==> config.mk <==
export PLATFORM = sky130hd
export DESIGN_NAME = cam_byte_unpacker
export DESIGN_NICKNAME = d
export VERILOG_FILES = /design/src/rtl/cam_byte_unpacker.sv
export SDC_FILE = /design/constraint.sdc
export NUM_CORES = 1
export LEC_CHECK = 0
export CORE_MARGIN = 2
export CORE_UTILIZATION = 58
export DETAILED_ROUTE_END_ITERATION = 10
export DONT_BUFFER_PORTS = 1
export HOLD_SLACK_MARGIN = 0.08
export PLACE_DENSITY = 0.84
export SETUP_SLACK_MARGIN = 0.05
export SYNTH_ARGS = -nofsm -noshare
export SYNTH_HDL_FRONTEND = slang
export SYNTH_SLANG_ARGS = --single-unit
==> constraint.sdc <==
create_clock -name clk -period 1.9 [get_ports clk]
set_input_delay 0.285 -clock clk [delete_from_list [all_inputs] [get_ports clk]]
set_output_delay 0.285 -clock clk [all_outputs]
set_load 0.1 [all_outputs]
==> src/rtl/cam_byte_unpacker.sv <==
module cam_byte_unpacker (
  input  logic        clk,
  input  logic        rst_n,
  input  logic        enable,
  input  logic        px_clk,
  input  logic        hsync,
  input  logic        vsync,
  input  logic [7:0]  px_data,
  input  logic        pclk_pol,
  input  logic        hsync_pol,
  input  logic        vsync_pol,
  input  logic [1:0]  fmt,
  input  logic [1:0]  ycc_order,
  input  logic [1:0]  rgb_order,
  input  logic        gray_one,
  output logic [31:0] out_word,
  output logic        out_valid
);

  logic       pclk_q;
  logic [1:0] phase;
  logic [1:0] last_idx;
  logic [7:0] grp [3];
  logic [7:0] b0, b1, b2, b3;
  logic [31:0] asm_word;

  wire pclk_edge   = pclk_pol ? (pclk_q & ~px_clk) : (px_clk & ~pclk_q);
  wire line_act    = hsync ^ hsync_pol;
  wire frame_blank = vsync ^ vsync_pol;
  wire open_win    = enable & line_act & ~frame_blank;
  wire take        = open_win & pclk_edge;

  always_comb begin
    case (fmt)
      2'd0:    last_idx = 2'd3;
      2'd1:    last_idx = 2'd1;
      2'd2:    last_idx = 2'd2;
      default: last_idx = gray_one ? 2'd0 : 2'd1;
    endcase
  end

  assign b0 = (phase == 2'd0) ? px_data : grp[0];
  assign b1 = (phase == 2'd1) ? px_data : grp[1];
  assign b2 = (phase == 2'd2) ? px_data : grp[2];
  assign b3 = px_data;

  always_comb begin
    asm_word = 32'h0;
    case (fmt)
      2'd0: case (ycc_order)
        2'd0: asm_word = {b1, b3, b0, b2};
        2'd1: asm_word = {b1, b3, b2, b0};
        2'd2: asm_word = {b0, b2, b1, b3};
        default: asm_word = {b0, b2, b3, b1};
      endcase
      2'd1: case (rgb_order)
        2'd0: asm_word = {16'h0, b0, b1};
        2'd1: asm_word = {16'h0, b1[4:0], b0[2:0], b1[7:5], b0[7:3]};
        2'd2: asm_word = {16'h0, b0[4:0], b1[2:0], b0[7:5], b1[7:3]};
        default: asm_word = {16'h0, b1[7:3], b1[2:0], b0[7:5], b0[4:0]};
      endcase
      2'd2: asm_word = rgb_order[0] ? {8'h0, b2, b1, b0} : {8'h0, b0, b1, b2};
      default: asm_word = gray_one ? {24'h0, b0} : {8'h0, b1, 8'h0, b0};
    endcase
  end

  always_ff @(posedge clk) begin
    if (!rst_n) begin
      pclk_q    <= 1'b0;
      phase     <= 2'd0;
      out_valid <= 1'b0;
      out_word  <= 32'h0;
      grp[0]    <= 8'h0;
      grp[1]    <= 8'h0;
      grp[2]    <= 8'h0;
    end else begin
      pclk_q    <= px_clk;
      out_valid <= 1'b0;
      if (!open_win) begin
        phase <= 2'd0;
      end else if (take) begin
        if (phase != 2'd3) grp[phase] <= px_data;
        if (phase == last_idx) begin
          phase     <= 2'd0;
          out_valid <= 1'b1;
          out_word  <= asm_word;
        end else begin
          phase <= phase + 2'd1;
        end
      end
    end
  end

  a_r1_single_pulse: assert property (@(posedge clk) disable iff (!rst_n)
    out_valid |=> !out_valid);

  a_r6_line_gap_clears: assert property (@(posedge clk) disable iff (!rst_n)
    !line_act |=> (phase == 2'd0));

  a_r7_blank_quiet: assert property (@(posedge clk) disable iff (!rst_n)
    $past(frame_blank) |-> !out_valid);

  a_r8_disabled_quiet: assert property (@(posedge clk) disable iff (!rst_n)
    $past(!enable) |-> !out_valid);

endmodule

==> impl_metrics.env, run 1 <==
export IMPL_outcome="complete, but fails checks"
export IMPL_violations="setup timing"
export IMPL_critPathLaunchType="flip-flop"
export IMPL_drc_errors=0
export IMPL_fin_tns_setup_ns=-4.82
export IMPL_gp_congestion=0.996
export IMPL_start_util_pct=60.2
export IMPL_yosys_most_used_dff="dfxtp_1"
export IMPL_drv_cap=0
export IMPL_antenna_found_initial=0
export IMPL_clkPwrFrac_pct=35.7
export IMPL_layout_nets=610
export IMPL_first_pass_iters=11
export IMPL_maxSlewViolCount=0
export IMPL_setup_ws_ns=-0.448
export IMPL_grt_pass1_wl_mm=25.8
export IMPL_r2r_end="out_word[6]$_SDFFE_PN0P_"
export IMPL_p_int_mw=2.39
export IMPL_min_period_ns=2.35
export IMPL_h_tree_depth=3
export IMPL_rr_worst_depth=9
export IMPL_clkSlewWorstSetupHoldPaths_ns=0.08
export IMPL_route_met2_wl_mm=8.36
export IMPL_finalHoldViolations=0
export IMPL_end_kind="flip-flop"
export IMPL_worstPathMaxFanout=6
export IMPL_cts_buffer_depth=2
export IMPL_drive_gt1_share_pct=42.8
export IMPL_dieArea_sq_um=8280
export IMPL_critical_path_class="reg2reg"
export IMPL_synth_edf_count=24
export IMPL_grt_pass1_vias=4723
export IMPL_num_rows=31
export IMPL_rsz0062_at_grt="yes"
export IMPL_cts_tree="built"
export IMPL_synth_common_cells="nand2_1, mux2i_1, dfxtp_1"
export IMPL_boundaryPins=57
export IMPL_hold_path_class="in2reg"
export IMPL_die_height_microns=91.0
export IMPL_synth_area_per_cell_sq_um=8.85
export IMPL_crit_arrival_ns=2.59
export IMPL_ys_warn_count=0
export IMPL_wl_mm=20.1
export IMPL_grt_remaining_overflow=0
export IMPL_wl_per_cell_microns=29.4
export IMPL_io_buffers=0
export IMPL_dp_hpwl_mm=10.2
export IMPL_met3_length_mm=3.15
export IMPL_cts_buffers=9
export IMPL_num_antenna_cells=0
export IMPL_worstSkewPairLatency_ns=0.35
export IMPL_root_buffer="clkbuf_8"
export IMPL_finClkSkew_ns=0.0165
export IMPL_syn_nets=524
export IMPL_cp_depth=9
export IMPL_ys_ff_latch=60
export IMPL_synth_distinct_cells=64
export IMPL_num_vias=5488
export IMPL_yosys_top_cells_area="dfxtp_1, edfxtp_1, mux2i_1"
export IMPL_worstPathRequired_ns=2.14
export IMPL_relSlewSlack_pct=57.2
export IMPL_viasPerCell=8.00
export IMPL_fmax_mhz=426
export IMPL_top_layer="met4"
export IMPL_synthArstFlopShare_pct=0
export IMPL_stdcell_area_sq_um=6280
export IMPL_yosysMostFrequentCell="nand2_1"
export IMPL_ant_nets=0
export IMPL_syn_cell_area_sq_um=4390
export IMPL_tightest_slew_ns=0.642
export IMPL_leakage_nw=2.51
export IMPL_met1_length_mm=6.62
export IMPL_path_delay_family="compound AO/OA/AOI/OAI gates"
export IMPL_r2r_start="phase[0]$_SDFFE_PN0P_"
export IMPL_cp_startpoint="phase[0]$_SDFFE_PN0P_"
export IMPL_area_delta_synth_final_pct=43.1
export IMPL_finalCritPeriodShare_pct=124
export IMPL_post_dp_cell_area_sq_um=5210
export IMPL_coreArea_sq_um=7290
export IMPL_grt_max_degree=39
export IMPL_final_core_util_pct=86.1
export IMPL_seqPwrFrac_pct=41.1
export IMPL_yosysSeqAreaShare_pct=32.8
export IMPL_r2r_setup_slack_ns=-0.45
export IMPL_worst_path_buf_inv=3
export IMPL_p_sw_share_pct=28.9
export IMPL_p_comb_share_pct=23.2
export IMPL_ir_worst_vdd_v=0.000578
export IMPL_postSynthCellCount=496
export IMPL_grt_use_total_pct=39.9
export IMPL_setup_violations=25
export IMPL_netlist_area_leader_share_pct=16.4
export IMPL_fp_dieW_microns=91.0
export IMPL_max_stage_delay_ns=0.37
export IMPL_p_per_area_nw_per_um2=536
export IMPL_p_sw_mw=0.974
export IMPL_yosys_area_top_type="dfxtp_1"
export IMPL_crit_end="out_word[6]$_SDFFE_PN0P_"
export IMPL_crit_chain="buf_6, ha_4, buf_12, nor2b_4, buf_4, mux2i_2, a221o_1, o2111ai_2, a32o_1"
export IMPL_drtIter0Drc=1114
export IMPL_cpMaxStageDelayCell="dfxtp_4"
export IMPL_cts_sinks=60
how the worst min path moves through the flow:
stage,start,to,slack [ns],cells past startpoint
after global placement,px_clk,pclk_q$_SDFF_PN0_,0.41,1
after detailed placement,px_clk,pclk_q$_SDFF_PN0_,0.41,1
after CTS,rst_n,out_word[23]$_SDFFE_PN0P_,0.09,2
final,rst_n,out_word[28]$_SDFFE_PN0P_,0.09,1
after global routing,rst_n,out_word[28]$_SDFFE_PN0P_,0.09,1
after floorplan,px_clk,pclk_q$_SDFF_PN0_,0.41,1
stage by stage:
| stage | instances | hold slack (ns) | setup slack (ns) | power, mW |
|---|---|---|---|---|
| floorplan | 496 | 0.407 | -0.0373 | 1.81 |
| global placement | 647 | 0.408 | -0.137 | 1.92 |
| detailed placement | 647 | 0.410 | -0.181 | 1.94 |
| CTS | 675 | 0.0854 | -0.135 | 3.15 |
| global route | 686 | 0.0933 | -0.449 | 3.42 |
| finish | 686 | 0.0853 | -0.448 | 3.36 |
worst register-to-register path: stages (launching register included):
cell	delay (ns)
dfxtp_4	0.37
buf_6	0.13
ha_4	0.21
buf_12	0.17
nor2b_4	0.13
buf_4	0.14
mux2i_2	0.32
a221o_1	0.36
o2111ai_2	0.17
a32o_1	0.25
cell type report:
cell class              count  area [sq um]
clock inverters             4          47.5
well taps                  99           124
inverters                   6          27.5
repair buffers            129          1150
fillers                   333          1010
clock buffers              12           155
flip-flops and latches     60          1450
multi-input cells         376          3320
registers in the layout (all words and copies together), names as in the netlist:
register and flops:
out_word 32, grp 24, phase 2, out_valid 1, pclk_q 1
timing repair:
| item | in CTS | in global routing |
|---|---|---|
| buffers inserted | 9 | 14 |
| setup endpoints to repair | 24 | 46 |
| pin swaps | 31 | 34 |
| endpoints found under the hold margin | 7 | 0 |
| gates resized for setup | 56 | 98 |
| hold buffers | 3 | 0 |
routing by layer:
metal  up-vias  track usage (%)
li1       2072                -
met1      2498             51.4
met2       666             61.4
met3       252             8.05
met4         0             25.0
met5         -            0.641
power groups by stage:
stage               Combinational [mW]  Clock (mW)  Sequential (mW)
floorplan                        0.405           0             1.41
global placement                 0.523           0             1.40
detailed placement               0.535           0             1.40
CTS                              0.594        1.18             1.37
global route                     0.796        1.24             1.38
finish                           0.781        1.20             1.38
layout by cell type (no fill, tap or decap), types with 6 or more instances in the layout:
cell / n
nand2b_1: 8
a21oi_1: 13
buf_4: 96
buf_6: 21
edfxtp_1: 24
a32o_1: 18
mux2i_2: 8
buf_12: 6
clkbuf_8: 11
nor2_1: 25
o21ai_1: 10
a31oi_1: 6
o21ai_0: 22
mux2_4: 13
o22ai_2: 6
mux2i_1: 19
a21oi_2: 7
a211o_1: 6
mux2i_4: 15
dfxtp_1: 34
and3_1: 24
nor2b_1: 7
nand2_1: 41
mux2_2: 8
logic make-up (layout without fill, tap and decap cells):
logic type | after synthesis | in the layout | synth area share, %
mux | 64 | 64 | 15.8
buf+inv | 60 | 151 | 6.36
compound gates | 160 | 160 | 26.5
xor+xnor | 3 | 3 | 0.599
flops | 60 | 60 | 32.8
fa+ha+maj | 4 | 4 | 1.14
simple gates | 145 | 145 | 16.7
(Power assumes the default switching activity.)
==> run 2, diff against run 1 <==
==> constraint.sdc (replaced) <==
create_clock -name clk -period 1.9 [get_ports clk]
set_input_delay 0.19 -clock clk [delete_from_list [all_inputs] [get_ports clk]]
set_output_delay 0.19 -clock clk [all_outputs]
set_load 0.1 [all_outputs]
==> run 2 against run 1 <==
Maximum frequency is 10% higher. Core utilization fell by 6.4 points. Hold slack got worse by 0.0053 ns. Routed wire length shrank 22%. Largest power group unchanged. Clock power down 4%. The run still ends with setup timing left. Global-route usage down 1.9 points. Sequential power is essentially flat. Total power is 6.0% lower. Die area did not move.
==> impl_metrics.env, run 2 (synthesized netlist as in run 1, its figures left out) <==
export IMPL_setup_ws_ns=-0.234
export IMPL_first_pass_iters=8
export IMPL_h_tree_depth=3
export IMPL_outcome="complete, but fails checks"
export IMPL_finalHoldViolations=0
export IMPL_drv_cap=0
export IMPL_violations="setup timing"
export IMPL_drc_errors=0
export IMPL_top_register="out_word"
export IMPL_leakage_nw=2.38
export IMPL_wl_mm=15.8
export IMPL_p_int_mw=2.29
export IMPL_cts_buffer_depth=2
export IMPL_coreArea_sq_um=7290
export IMPL_relSlewSlack_pct=61.1
export IMPL_wl_per_cell_microns=23.4
export IMPL_largest_register_ffs=32
export IMPL_grt_pass1_wl_mm=24.7
export IMPL_worstPathRequired_ns=2.13
export IMPL_gp_congestion=0.981
export IMPL_p_comb_share_pct=20.1
export IMPL_post_dp_cell_area_sq_um=5150
export IMPL_num_antenna_cells=0
export IMPL_boundaryPins=57
export IMPL_fp_dieW_microns=91.0
export IMPL_tightest_slew_ns=0.583
export IMPL_fin_tns_setup_ns=-2.07
export IMPL_hold_path_class="in2reg"
export IMPL_maxSlewViolCount=0
export IMPL_grt_remaining_overflow=0
export IMPL_grt_use_total_pct=38.0
export IMPL_drtIter0Drc=665
export IMPL_dp_hpwl_mm=10.2
export IMPL_cts_sinks=60
export IMPL_antenna_found_initial=0
export IMPL_grt_pass1_vias=4378
export IMPL_ir_worst_vdd_v=0.000492
export IMPL_layout_nets=598
export IMPL_final_common_cell="buf_4"
export IMPL_start_util_pct=60.2
export IMPL_final_core_util_pct=79.7
export IMPL_setup_violations=17
export IMPL_finClkSkew_ns=0.00647
export IMPL_min_from="px_data[0]"
export IMPL_critical_path_class="reg2reg"
export IMPL_root_buffer="clkbuf_8"
export IMPL_fmax_mhz=469
export IMPL_r2r_start="phase[0]$_SDFFE_PN0P_"
export IMPL_total_power_mw=3.16
export IMPL_area_delta_synth_final_pct=32.4
export IMPL_r2r_end="out_word[1]$_SDFFE_PN0P_"
export IMPL_finalCritPeriodShare_pct=112
export IMPL_dieArea_sq_um=8280
export IMPL_rr_worst_depth=8
export IMPL_num_vias=4713
export IMPL_num_rows=31
export IMPL_seqPwrFrac_pct=43.5
export IMPL_end_kind="flip-flop"
export IMPL_io_buffers=0
export IMPL_p_sw_mw=0.869
export IMPL_p_sw_share_pct=27.5
export IMPL_clkSlewWorstSetupHoldPaths_ns=0.07
export IMPL_min_period_ns=2.13
export IMPL_worstPathMaxFanout=9
export IMPL_viasPerCell=6.99
export IMPL_most_common_layout_cells="buf_4, nand2_1, dfxtp_1, nor2_1, mux2i_1"
export IMPL_cts_tree="built"
export IMPL_ant_nets=0
export IMPL_top_regs="out_word: 32 flops, grp: 24 flops, phase: 2 flops"
export IMPL_holdPathStages=1
export IMPL_rsz0062_at_grt="yes"
export IMPL_critPathLaunchType="flip-flop"
export IMPL_drive_gt1_share_pct=34.1
export IMPL_hold_path_end="grp[1][0]$_SDFFCE_PN0P_"
export IMPL_r2r_setup_slack_ns=-0.23
export IMPL_grt_max_degree=39
export IMPL_worstSkewPairLatency_ns=0.35
export IMPL_die_height_microns=91.0
export IMPL_pre_cts_ws_ns=-0.171
export IMPL_cts_buffers=9
export IMPL_stdcell_area_sq_um=5810
export IMPL_fill_cells=494
export IMPL_crit_arrival_ns=2.37
export IMPL_clkPwrFrac_pct=36.4
export IMPL_p_per_area_nw_per_um2=544
-- run 2: worst max path at each step --
stage	slack (ns)	endpoint	start
final	-0.23	out_word[1]$_SDFFE_PN0P_	phase[0]$_SDFFE_PN0P_
after global routing	-0.29	out_word[5]$_SDFFE_PN0P_	phase[1]$_SDFFE_PN0P_
after CTS	-0.16	out_word[1]$_SDFFE_PN0P_	phase[1]$_SDFFE_PN0P_
after detailed placement	-0.17	out_word[7]$_SDFFE_PN0P_	phase[0]$_SDFFE_PN0P_
after global placement	-0.13	out_word[12]$_SDFFE_PN0P_	phase[0]$_SDFFE_PN0P_
after floorplan	-0.04	out_word[14]$_SDFFE_PN0P_	phase[0]$_SDFFE_PN0P_
-- run 2: what timing repair did --
item	in CTS	in global routing
pin swaps	9	4
resized for setup	35	44
hold buffers	11	0
endpoints found under the hold margin	31	0
setup buffers	6	0
gates cloned	0	1
setup endpoints to repair	24	43
-- run 2: worst max-delay path, stage by stage (launching register included) --
cell and delay [ns]:
dfxtp_4 0.37, inv_4 0.08, ha_4 0.26, buf_4 0.18
mux2_4 0.32, o22ai_1 0.17, a211oi_1 0.08, a211o_1 0.31
a32o_1 0.25
-- run 2: layer usage --
| layer | wire length (microns) | vias up | global-route usage, % |
|---|---|---|---|
| li1 | - | 2040 | - |
| met1 | 6300 | 2244 | 53.3 |
| met2 | 7150 | 361 | 59.9 |
| met3 | 1830 | 68 | 7.63 |
| met4 | 513 | 0 | 10.5 |
| met5 | 0 | - | 0 |
-- run 2: per-stage QoR --
step	instances	hold WS [ns]
finish	674	0.0799
detailed placement	640	0.319
global placement	640	0.313
CTS	673	0.0821
global route	674	0.0859
floorplan	496	0.312
-- run 2: power groups by stage --
stage	clock [mW]	combinational (mW)	sequential (mW)
6_report	1.15	0.635	1.38
2_1_floorplan	0	0.403	1.41
4_1_cts	1.14	0.580	1.37
3_5_place_dp	0	0.528	1.40
3_3_place_gp	0	0.518	1.40
5_1_grt	1.20	0.670	1.38
-- run 2: layout make-up --
type	count	area, sq um	area share (%)
Timing Repair Buffer	117	1030	17.7
Tap cell	99	124	2.13
Multi-Input combinational cell	376	2990	51.4
Inverter	6	27.5	0.474
Clock buffer	11	141	2.43
Sequential cell	60	1450	24.9
Clock inverter	5	52.6	0.904
